[src/rtl/ecc_stat_pkg.sv]
package ecc_stat_pkg;

  localparam int NUM_KINDS = 2;   // index 0: single-bit, index 1: double-bit

  typedef enum logic [2:0] {
    SEL_NONE,
    SEL_STATUS,
    SEL_SBE_CNT,
    SEL_DBE_CNT,
    SEL_ADDR
  } rdSel_e;

  typedef struct packed {
    logic                 clrStatus;
    logic [NUM_KINDS-1:0] clrCnt;
    logic                 rdEn;
    rdSel_e               rdSel;
  } ctrlStrobe_t;

endpackage

[src/rtl/ecc_stat_ctrl.sv]
module ecc_stat_ctrl
  import ecc_stat_pkg::*;
#(
  parameter int REG_AW = 4,
  parameter int DATA_W = 32
) (
  input  logic [REG_AW-1:0] regAddr,
  input  logic              regWrite,
  input  logic              regRead,
  input  logic [DATA_W-1:0] regWdata,
  output ctrlStrobe_t       strb
);

  localparam logic [REG_AW-1:0] OFS_STATUS = REG_AW'(4'h0);
  localparam logic [REG_AW-1:0] OFS_SBE    = REG_AW'(4'h4);
  localparam logic [REG_AW-1:0] OFS_DBE    = REG_AW'(4'h8);
  localparam logic [REG_AW-1:0] OFS_ADDR   = REG_AW'(4'hC);

  logic hitStatus, hitSbe, hitDbe, hitAddr;

  always_comb begin
    hitStatus = (regAddr == OFS_STATUS);
    hitSbe    = (regAddr == OFS_SBE);
    hitDbe    = (regAddr == OFS_DBE);
    hitAddr   = (regAddr == OFS_ADDR);
  end

  always_comb begin
    strb           = '0;
    strb.rdSel     = SEL_NONE;
    strb.clrStatus = regWrite && hitStatus && regWdata[0];
    strb.clrCnt[0] = regWrite && hitSbe;
    strb.clrCnt[1] = regWrite && hitDbe;
    strb.rdEn      = regRead;
    if (hitStatus)   strb.rdSel = SEL_STATUS;
    else if (hitSbe) strb.rdSel = SEL_SBE_CNT;
    else if (hitDbe) strb.rdSel = SEL_DBE_CNT;
    else if (hitAddr) strb.rdSel = SEL_ADDR;
  end

endmodule

[src/rtl/ecc_stat_cnt.sv]
module ecc_stat_cnt #(
  parameter int CNT_W = 4
) (
  input  logic             clk,
  input  logic             rstN,
  input  logic             evt,
  input  logic             clrCnt,
  input  logic             clrFlag,
  output logic [CNT_W-1:0] cnt,
  output logic             flag
);

  always_ff @(posedge clk) begin
    if (!rstN) begin
      cnt  <= '0;
      flag <= 1'b0;
    end else begin
      // clear first, then count: wraps modulo 2**CNT_W
      if (clrCnt || evt)
        cnt <= (clrCnt ? '0 : cnt) + CNT_W'(evt);
      if (evt)
        flag <= 1'b1;
      else if (clrFlag)
        flag <= 1'b0;
    end
  end

endmodule

[src/rtl/ecc_stat_dp.sv]
module ecc_stat_dp
  import ecc_stat_pkg::*;
#(
  parameter int DATA_W = 32,
  parameter int ERR_AW = 32,
  parameter int CNT_W  = 4
) (
  input  logic              clk,
  input  logic              rstN,
  input  logic [NUM_KINDS-1:0] evt,
  input  logic [ERR_AW-1:0] errAddr,
  input  ctrlStrobe_t       strb,
  output logic [DATA_W-1:0] regRdata,
  output logic              regRdValid,
  output logic              irq
);

  logic [NUM_KINDS-1:0][CNT_W-1:0] cntVal;
  logic [NUM_KINDS-1:0]            flagVal;
  logic                            irqQ;
  logic [ERR_AW-1:0]               lastAddr;
  logic [DATA_W-1:0]               rdWord;

  for (genvar g = 0; g < NUM_KINDS; g++) begin : gen_kind
    ecc_stat_cnt #(.CNT_W(CNT_W)) u_cnt (
      .clk     (clk),
      .rstN    (rstN),
      .evt     (evt[g]),
      .clrCnt  (strb.clrCnt[g]),
      .clrFlag (strb.clrStatus),
      .cnt     (cntVal[g]),
      .flag    (flagVal[g])
    );
  end

  always_ff @(posedge clk) begin
    if (!rstN) begin
      irqQ     <= 1'b0;
      lastAddr <= '0;
    end else begin
      if (|evt)
        irqQ <= 1'b1;
      else if (strb.clrStatus)
        irqQ <= 1'b0;
      if (|evt)
        lastAddr <= errAddr;
    end
  end

  always_comb begin
    rdWord = '0;
    unique case (strb.rdSel)
      SEL_STATUS:  rdWord = DATA_W'({irqQ, flagVal});
      SEL_SBE_CNT: rdWord = DATA_W'(cntVal[0]);
      SEL_DBE_CNT: rdWord = DATA_W'(cntVal[1]);
      SEL_ADDR:    rdWord = DATA_W'(lastAddr);
      default:     rdWord = '0;
    endcase
  end

  always_ff @(posedge clk) begin
    if (!rstN) begin
      regRdata   <= '0;
      regRdValid <= 1'b0;
    end else begin
      regRdValid <= strb.rdEn;
      if (strb.rdEn)
        regRdata <= rdWord;
    end
  end

  assign irq = irqQ;

endmodule

[src/rtl/ecc_err_status.sv]
module ecc_err_status
  import ecc_stat_pkg::*;
#(
  parameter int REG_AW = 4,
  parameter int DATA_W = 32,
  parameter int ERR_AW = 32,
  parameter int CNT_W  = 4
) (
  input  logic              clk,
  input  logic              rstN,
  input  logic              sbeEvt,
  input  logic              dbeEvt,
  input  logic [ERR_AW-1:0] errAddr,
  input  logic [REG_AW-1:0] regAddr,
  input  logic              regWrite,
  input  logic              regRead,
  input  logic [DATA_W-1:0] regWdata,
  output logic [DATA_W-1:0] regRdata,
  output logic              regRdValid,
  output logic              irq
);

  ctrlStrobe_t strb;

  ecc_stat_ctrl #(.REG_AW(REG_AW), .DATA_W(DATA_W)) u_ctrl (
    .regAddr  (regAddr),
    .regWrite (regWrite),
    .regRead  (regRead),
    .regWdata (regWdata),
    .strb     (strb)
  );

  ecc_stat_dp #(.DATA_W(DATA_W), .ERR_AW(ERR_AW), .CNT_W(CNT_W)) u_dp (
    .clk        (clk),
    .rstN       (rstN),
    .evt        ({dbeEvt, sbeEvt}),
    .errAddr    (errAddr),
    .strb       (strb),
    .regRdata   (regRdata),
    .regRdValid (regRdValid),
    .irq        (irq)
  );

endmodule

[config.mk]
export PLATFORM = sky130hd
export DESIGN_NAME = ecc_err_status
export DESIGN_NICKNAME = d
export VERILOG_FILES = /design/src/rtl/ecc_stat_pkg.sv /design/src/rtl/ecc_stat_ctrl.sv /design/src/rtl/ecc_stat_cnt.sv /design/src/rtl/ecc_stat_dp.sv /design/src/rtl/ecc_err_status.sv
export SDC_FILE = /design/constraint.sdc
export NUM_CORES = 1
export LEC_CHECK = 0
export BUFFER_PORTS_ARGS = -buffer_cell sky130_fd_sc_hd__buf_4
export CAP_MARGIN = 20
export CORE_ASPECT_RATIO = 0.6
export CORE_MARGIN = 2
export CORE_UTILIZATION = 45
export CTS_CLUSTER_SIZE = 16
export DETAILED_ROUTE_END_ITERATION = 8
export GPL_ROUTABILITY_DRIVEN = 0
export PLACE_DENSITY = 0.78
export SLEW_MARGIN = 40
export SYNTH_ARGS = -nofsm -noshare
export SYNTH_HDL_FRONTEND = slang
export SYNTH_HIERARCHICAL = 1
export SYNTH_SLANG_ARGS = --single-unit
export TNS_END_PERCENT = 5
[constraint.sdc]
create_clock -name clk -period 1.75 [get_ports clk]
set_clock_uncertainty 0.2 [all_clocks]
set_input_delay 0.0875 -clock clk [delete_from_list [all_inputs] [get_ports clk]]
set_output_delay 0.0875 -clock clk [all_outputs]
set_load 0.1 [all_outputs]
---- Word level (Yosys, flattened, before mapping) ----
Cells that the tools add are included.
Widths: inputs -> output; s select.
storage, ports and cells
  input port bits ......................... 74
  word-level logic and storage cells ...... 39
  bits in registers ....................... 76
  output and inout port bits .............. 34
operators by class
  mux-type cells .......................... 11
  reductions and logical operators ........ 11
  add/sub/neg operators ................... 2
  equal/unequal tests ..................... 7
operators with widths
  operator            count
  $pmux 32 s4         1
  $mux 3              4
  $add 4x1->4         2
  $eq 4x4->1 const B  2
  $mux 4              2
  $eq 3x2->1 const B  2
  $reduce_bool 2->1   3
  $eq 4x3->1 const B  1
  $logic_and 1x1->1   4
  $logic_not 4->1     1
  $mux 1              4
  $eq 3x1->1 const B  1
  $eq 3x3->1 const B  1
  $logic_or 1x1->1    2
  $reduce_or 2->1     1

---- Depth between registers and ports, before layout ----
Gate-level depths: netlist of run 1.
  depth in word-level cells ............... 7
  mapped depth ............................ 8
  depth with buffers taken out ............ 7

---- Cells and area by module ----
The synthesis of run 1 kept the hierarchy.
modules (own cells, without submodules)
  module         area an instance (um^2)  sequential area each (um^2)  times used  cells an instance
  ecc_stat_dp    2700.1                   1321.3                       1           305
  ecc_stat_cnt   244.0                    100.1                        2           26
  ecc_stat_ctrl  77.6                     0.0                          1           10

---- Worst setup path after synthesis of run 1 ----
Ideal clock, no wire load.
  kind .................................... register to register
  start ................................... reg u_dp/regRdata[0] (netlist name)
  end ..................................... reg u_dp.regRdata[0]
  arrival ................................. 1434 ps
  stages on the path, launching flop included .. 4
  required time ........................... 1490 ps
  setup slack ............................. 56 ps
  period minus slack after synthesis ...... 1694 ps
  setup time .............................. 60 ps
  path buffers ............................ 0
  path through ............................ dfxtp_1 > nor2b_1 > a211o_1 > o221a_1
RTL lines
  what                  RTL line           source
  end signal, assigned  ecc_stat_dp.sv:68  regRdata <= rdWord;
  end, declared         ecc_stat_dp.sv:13  output logic [DATA_W-1:0] regRdata,

==> flow_summary.json, run 1 <==
{
  "startpoint": "regAddr[1]",
  "p_leak_uw": 0.00197,
  "max-slew-margin-rel": 0.733,
  "period_needed_ps": 1630,
  "grt_pass1_vias": 2776,
  "wl_um": 8080,
  "r2r_slack_ps": 250,
  "rsz0062_at_grt": "no",
  "chipHeight_um": 70.0,
  "cts_tree": "built",
  "yosys.area.top_type": "dfxtp_1",
  "dr.pass1.iters": 4,
  "crit_end": "u_dp/gen_kind[0].u_cnt/flag",
  "track_usage": 0.211,
  "antennaDiodeCount": 0,
  "path_max_fanout": 14,
  "async_reset_ff_frac": 0,
  "hold_viol_final": 0,
  "h-tree-depth": 3,
  "irDropWorstVdd_mv": 0.645,
  "finalPower_uw": 4240,
  "synth.top_cell.area_share": 0.466,
  "root_buffer": "clkbuf_16",
  "n_fill_cell": 549,
  "clock_latency_ps": 330,
  "timing.rr.start": "u_dp/gen_kind[1].u_cnt/cnt[0]",
  "die_w_um": 114,
  "drt_iter0_markers": 128,
  "drive_gt1_frac": 0.241,
  "final_area_um2": 4630,
  "start_util": 0.477,
  "ys_seq_elements": 76,
  "rows": 23,
  "reg2reg_to": "u_dp/gen_kind[1].u_cnt/cnt[2]",
  "synth_most_common_cell": "dfxtp_1",
  "postPlaceCellArea_um2": 3930,
  "core_um2": 6850,
  "clock-sinks": 76,
  "synth_area_um2": 3270,
  "area_growth_pct": 41.7,
  "fp.dieArea_um2": 7980,
  "status": "finished, final reports clean",
  "synth_edf_count": 0,
  "fin_crit_sh": 0.930,
  "fin_nets": 555,
  "syn_nets": 445,
  "endpoint_kind": "flop",
  "setup_viol": 0,
  "ys_seq_area_frac": 0.466,
  "clkTransAtPathRegs_ps": 60,
  "yosysWarnings": 6,
  "synthCells": 367,
  "syn_avg_cell_area_um2": 8.90,
  "worst-setup-path-type": "in2reg",
  "cts_buffers": 9,
  "ys_dominant_reg_cell": "dfxtp_1",
  "global_route.overflow_total": 0,
  "wl_per_cell_um": 14.2,
  "final-seq-area_um2": 1520,
  "dp_hpwl_um": 5120,
  "ctsLongestPathBuffers": 2,
  "ys_top_cells_by_count": "dfxtp_1, nand2_1, nor2b_1, a21boi_0, a21oi_1",
  "p_per_area_nw_per_um2": 917,
  "grt_pass1_wl_um": 13300,
  "synth.distinct_cells": 35,
  "rr_worst_depth": 5,
  "crit_path_start_kind": "input pin",
  "worstPathArrival_ps": 1640,
  "fmax_mhz": 615,
  "multiInputGateArea_um2": 1620,
  "ant_nets": 0,
  "required_ps": 1770,
  "vias_per_cell": 5.01,
  "vias": 2846,
  "maxCapViolCount": 0,
  "portBuffers": 76,
  "holdCritPathClass": "in2reg",
  "synthTopCellsByArea": "dfxtp_1, nor2b_1, a21boi_0",
  "ioPinCount": 108,
  "grt_max_degree": 46,
  "worst_pin_slew_ps": 400,
  "maxSlewViolCount": 0,
  "antenna_found_initial": 0,
  "drc": 0
}
==> metal layers <==
| metal | part of all wire | vias up | GRT usage |
|---|---|---|---|
| li1 | - | 1449 | - |
| met1 | 0.49 | 1319 | 0.276 |
| met2 | 0.45 | 72 | 0.335 |
| met3 | 0.049 | 6 | 0.0608 |
| met4 | 0.0062 | 0 | 0.0732 |
| met5 | 0 | - | 0 |
==> stage by stage <==
stage                      util  setup TNS [ps]  hold WS, ps  setup slack [ps]  cells
after global routing      0.676               0         28.5              48.3    568
after global placement    0.574               0          152              36.7    516
final                     0.676               0         14.8               123    568
after detailed placement  0.574           -33.6          159             -15.9    516
after floorplan               -               0         4.39              56.2    367
after CTS                 0.675               0        0.827              95.1    568
==> flip-flops by register name (all words and copies together), names as in the netlist <==
name	count
u_dp/lastAddr	32
u_dp/irq	1
u_dp/regRdata	32
u_dp/gen_kind.u_cnt/flag	2
u_dp/regRdValid	1
u_dp/gen_kind.u_cnt/cnt	8
==> cell families (layout without fill, tap and decap cells) <==
| kind of cell | after synthesis | in the layout | share of synthesized area |
|---|---|---|---|
| compound gates | 88 | 88 | 0.179 |
| fa+ha+maj | 4 | 4 | 0.0153 |
| buf+inv | 27 | 141 | 0.0398 |
| xor+xnor | 3 | 3 | 0.00805 |
| simple gates | 167 | 167 | 0.285 |
| flops | 76 | 76 | 0.466 |
| mux | 2 | 2 | 0.00690 |
==> where the power goes <==
group / switching (µW) / internal (µW)
Combinational: 207 / 216
Sequential: 32.2 / 1790
Clock: 680 / 1310
Total: 919 / 3320
==> layout by cell type (no fill, tap or decap), types with 2 or more instances in the layout <==
cell type,instances
bufinv_16,2
o21ai_0,6
a211o_1,3
o221a_1,3
buf_4,84
dlygate4sd3_1,37
nor2_1,3
nand4_1,3
dfxtp_1,76
xor2_1,2
clkbuf_8,2
ha_1,4
a21oi_1,32
o21a_1,2
and4bb_2,2
nand2_1,70
nor3b_2,3
o2bb2ai_1,2
nand3b_1,5
and3_1,5
a21boi_0,37
nor2b_1,66
clkbuf_16,9
and4b_2,2
a211oi_1,2
inv_1,3
buf_12,2
mux2_2,2
==> critical path, cell delays in order <==
cell           delay, ps
buf_4                130
nor3_4               180
buf_4                210
and3_1               250
nor2b_1               70
o21a_1               160
dlygate4sd3_1        550
==> final cells by class <==
| type | count | share of cell area |
|---|---|---|
| multi-input combinational | 264 | 0.350 |
| sequential | 76 | 0.329 |
| timing repair buffer | 123 | 0.225 |
| clock buffer | 11 | 0.0546 |
| tap | 87 | 0.0235 |
| clock inverter | 4 | 0.0157 |
| inverter | 3 | 0.00243 |
==> worst min-delay path by stage <==
stage	start	end	slack, ps	depth (start not counted)
after floorplan	rstN	u_dp/gen_kind[0].u_cnt/cnt[2]	4	1
after global placement	errAddr[0]	u_dp/lastAddr[0]	150	3
after detailed placement	errAddr[1]	u_dp/lastAddr[1]	160	3
after CTS	rstN	u_dp/regRdata[2]	0.8	2
after global routing	rstN	u_dp/gen_kind[1].u_cnt/cnt[2]	30	3
final	rstN	u_dp/gen_kind[1].u_cnt/cnt[2]	10	3
==> repair_timing <==
item | 4_1_cts | 5_1_grt
gates resized for setup | 0 | 1
setup buffers | 0 | 0
hold buffers | 37 | 0
hold endpoints to repair | 42 | 0
setup endpoints to repair | 0 | 11
Note: power is estimated with default switching activity, not from simulation.
==> inputs of run 2 (changes only) <==
--- a/config.mk
+++ b/config.mk
@@ -9,11 +9,11 @@
 export CAP_MARGIN = 20
 export CORE_ASPECT_RATIO = 0.6
 export CORE_MARGIN = 2
-export CORE_UTILIZATION = 45
+export CORE_UTILIZATION = 30
 export CTS_CLUSTER_SIZE = 16
 export DETAILED_ROUTE_END_ITERATION = 8
 export GPL_ROUTABILITY_DRIVEN = 0
-export PLACE_DENSITY = 0.78
+export PLACE_DENSITY = 0.57
 export SLEW_MARGIN = 40
 export SYNTH_ARGS = -nofsm -noshare
 export SYNTH_HDL_FRONTEND = slang
==> run 2 against run 1 <==
  * First-iteration DRC count fell by 9.4%
  * Flip-flop and latch count did not move
  * Non-clock buffer count rose by 9
  * Sequential share of layout area fell by 0.87 points
  * Critical path depth did not move
  * Clock-buffer cell count did not move
  * Design area rose by 2.7%
  * Largest cell class unchanged
==> flow_summary.json, run 2 (same netlist as run 1, synthesis figures left out) <==
{
  "rsz0062_at_grt": "no",
  "worst-setup-path-type": "in2reg",
  "vias": 2853,
  "period_needed_ps": 1620,
  "grt_pass1_vias": 2667,
  "root_buffer": "clkbuf_16",
  "postPlaceCellArea_um2": 4060,
  "maxSlewViolCount": 0,
  "path_max_fanout": 14,
  "crit_path_start_kind": "input pin",
  "clock-sinks": 76,
  "p_per_area_nw_per_um2": 853,
  "worst_pin_slew_ps": 386,
  "portBuffers": 76,
  "area_growth_pct": 45.5,
  "setup_viol": 0,
  "postCtsSetupBuffers": 0,
  "clkTransAtPathRegs_ps": 60,
  "antenna_found_initial": 0,
  "wl_um": 8360,
  "rr_worst_depth": 5,
  "dp_hpwl_um": 5540,
  "holdCritPathClass": "in2reg",
  "grt_pass1_wl_um": 13500,
  "top_regs": "u_dp/lastAddr x32, u_dp/regRdata x32, u_dp/gen_kind.u_cnt/cnt x8",
  "endpoint_kind": "flop",
  "fp.dieArea_um2": 11800,
  "antennaDiodeCount": 0,
  "global_route.overflow_total": 0,
  "rows": 29,
  "crit_end": "u_dp/gen_kind[1].u_cnt/flag",
  "whs_ps": 44.6,
  "final_area_um2": 4750,
  "maxCapViolCount": 0,
  "drt_iter0_markers": 116,
  "ctsLongestPathBuffers": 2,
  "p_leak_uw": 0.00201,
  "cts_tree": "built",
  "track_usage": 0.146,
  "fin_nets": 564,
  "status": "finished, final reports clean",
  "dr.pass1.iters": 4,
  "chipHeight_um": 84.8,
  "ant_nets": 0,
  "required_ps": 1760,
  "timing.rr.start": "u_dp/gen_kind[1].u_cnt/cnt[0]",
  "reg2reg_to": "u_dp/gen_kind[1].u_cnt/cnt[2]",
  "finalSetupTns_ps": 0,
  "vias_per_cell": 4.53,
  "clock_latency_ps": 330,
  "drc": 0,
  "cts_buffers": 9,
  "ioPinCount": 108,
  "h-tree-depth": 3,
  "grt_max_degree": 37,
  "drive_gt1_frac": 0.244,
  "layout.cells.most_common": "buf_4",
  "start_util": 0.308,
  "r2r_slack_ps": 270,
  "die_w_um": 139,
  "final_cell_mix": "buf_4, dfxtp_1, nand2_1, nor2b_1, dlygate4sd3_1",
  "fin_crit_sh": 0.927,
  "hold_viol_final": 0,
  "startpoint": "regAddr[1]",
  "worstPathArrival_ps": 1640,
  "core_um2": 10600,
  "irDropWorstVdd_mv": 0.455,
  "wl_per_cell_um": 13.3,
  "max-slew-margin-rel": 0.741,
  "finalPower_uw": 4050,
  "fmax_mhz": 617
}
## run 2: cell types whose count changed in the layout (fill, tap and decap cells not counted), sizes merged
| cell | delta |
|---|---|
| buf | +5 |
| dlygate4sd3 | +4 |
| clkinv | +2 |
| bufinv | -1 |
## run 2: layer usage
layer  track usage  wire, µm  vias to the layer above
met3        0.0395       326                        6
met1         0.208      4530                     1317
met2         0.215      3440                       61
met4        0.0468        66                        0
met5             0         0                        -
li1              -         -                     1469
## run 2: timing repair
| item | in CTS | in global routing |
|---|---|---|
| hold buffers | 41 | 0 |
| hold endpoints to repair | 48 | 0 |
| resized for setup | 0 | 0 |
| endpoints found under the setup margin | 0 | 0 |
## run 2: worst min path at each step
stage                          start  slack [ps]  cells after the start                             to
after floorplan                 rstN           4                      1  u_dp/gen_kind[0].u_cnt/cnt[2]
after global placement    errAddr[6]         150                      3               u_dp/lastAddr[6]
after detailed placement  errAddr[1]         160                      3               u_dp/lastAddr[1]
after CTS                   regWrite          30                      4  u_dp/gen_kind[1].u_cnt/cnt[3]
after global routing        regWrite          70                      4  u_dp/gen_kind[1].u_cnt/cnt[3]
final                        regRead          40                      4               u_dp/regRdata[6]
## run 2: layout make-up
type	count	area (µm²)
fillers	1049	5840
clock inverters	5	52.6
inverters	3	11.3
clock buffers	11	233
flip-flops and latches	76	1520
repair buffers	132	1140
multi-input cells	264	1620
well taps	139	174
## run 2: metrics by stage
step                worst slack (ps)  utilization  std cells
global placement               -16.1        0.383        573
finish                           128        0.449        630
global route                    96.0        0.449        630
CTS                              166        0.449        630
floorplan                       56.2            -        367
detailed placement             -19.5        0.383        573
## run 2: worst max-delay path, cell delays in order
cell and delay, ps:
buf_4 130, nor3_4 180, buf_4 210, and3_1 260
nor2b_1 70, o21a_1 160, dlygate4sd3_1 550
## run 2: power breakdown
part / internal, µW / leakage (µW) / switching [µW] / total (µW)
Combinational: 231 / 0.00125 / 211 / 443
Clock: 1100 / 0.000139 / 690 / 1790
Sequential: 1790 / 0.000622 / 31.4 / 1820
Total: 3120 / 0.00201 / 932 / 4050
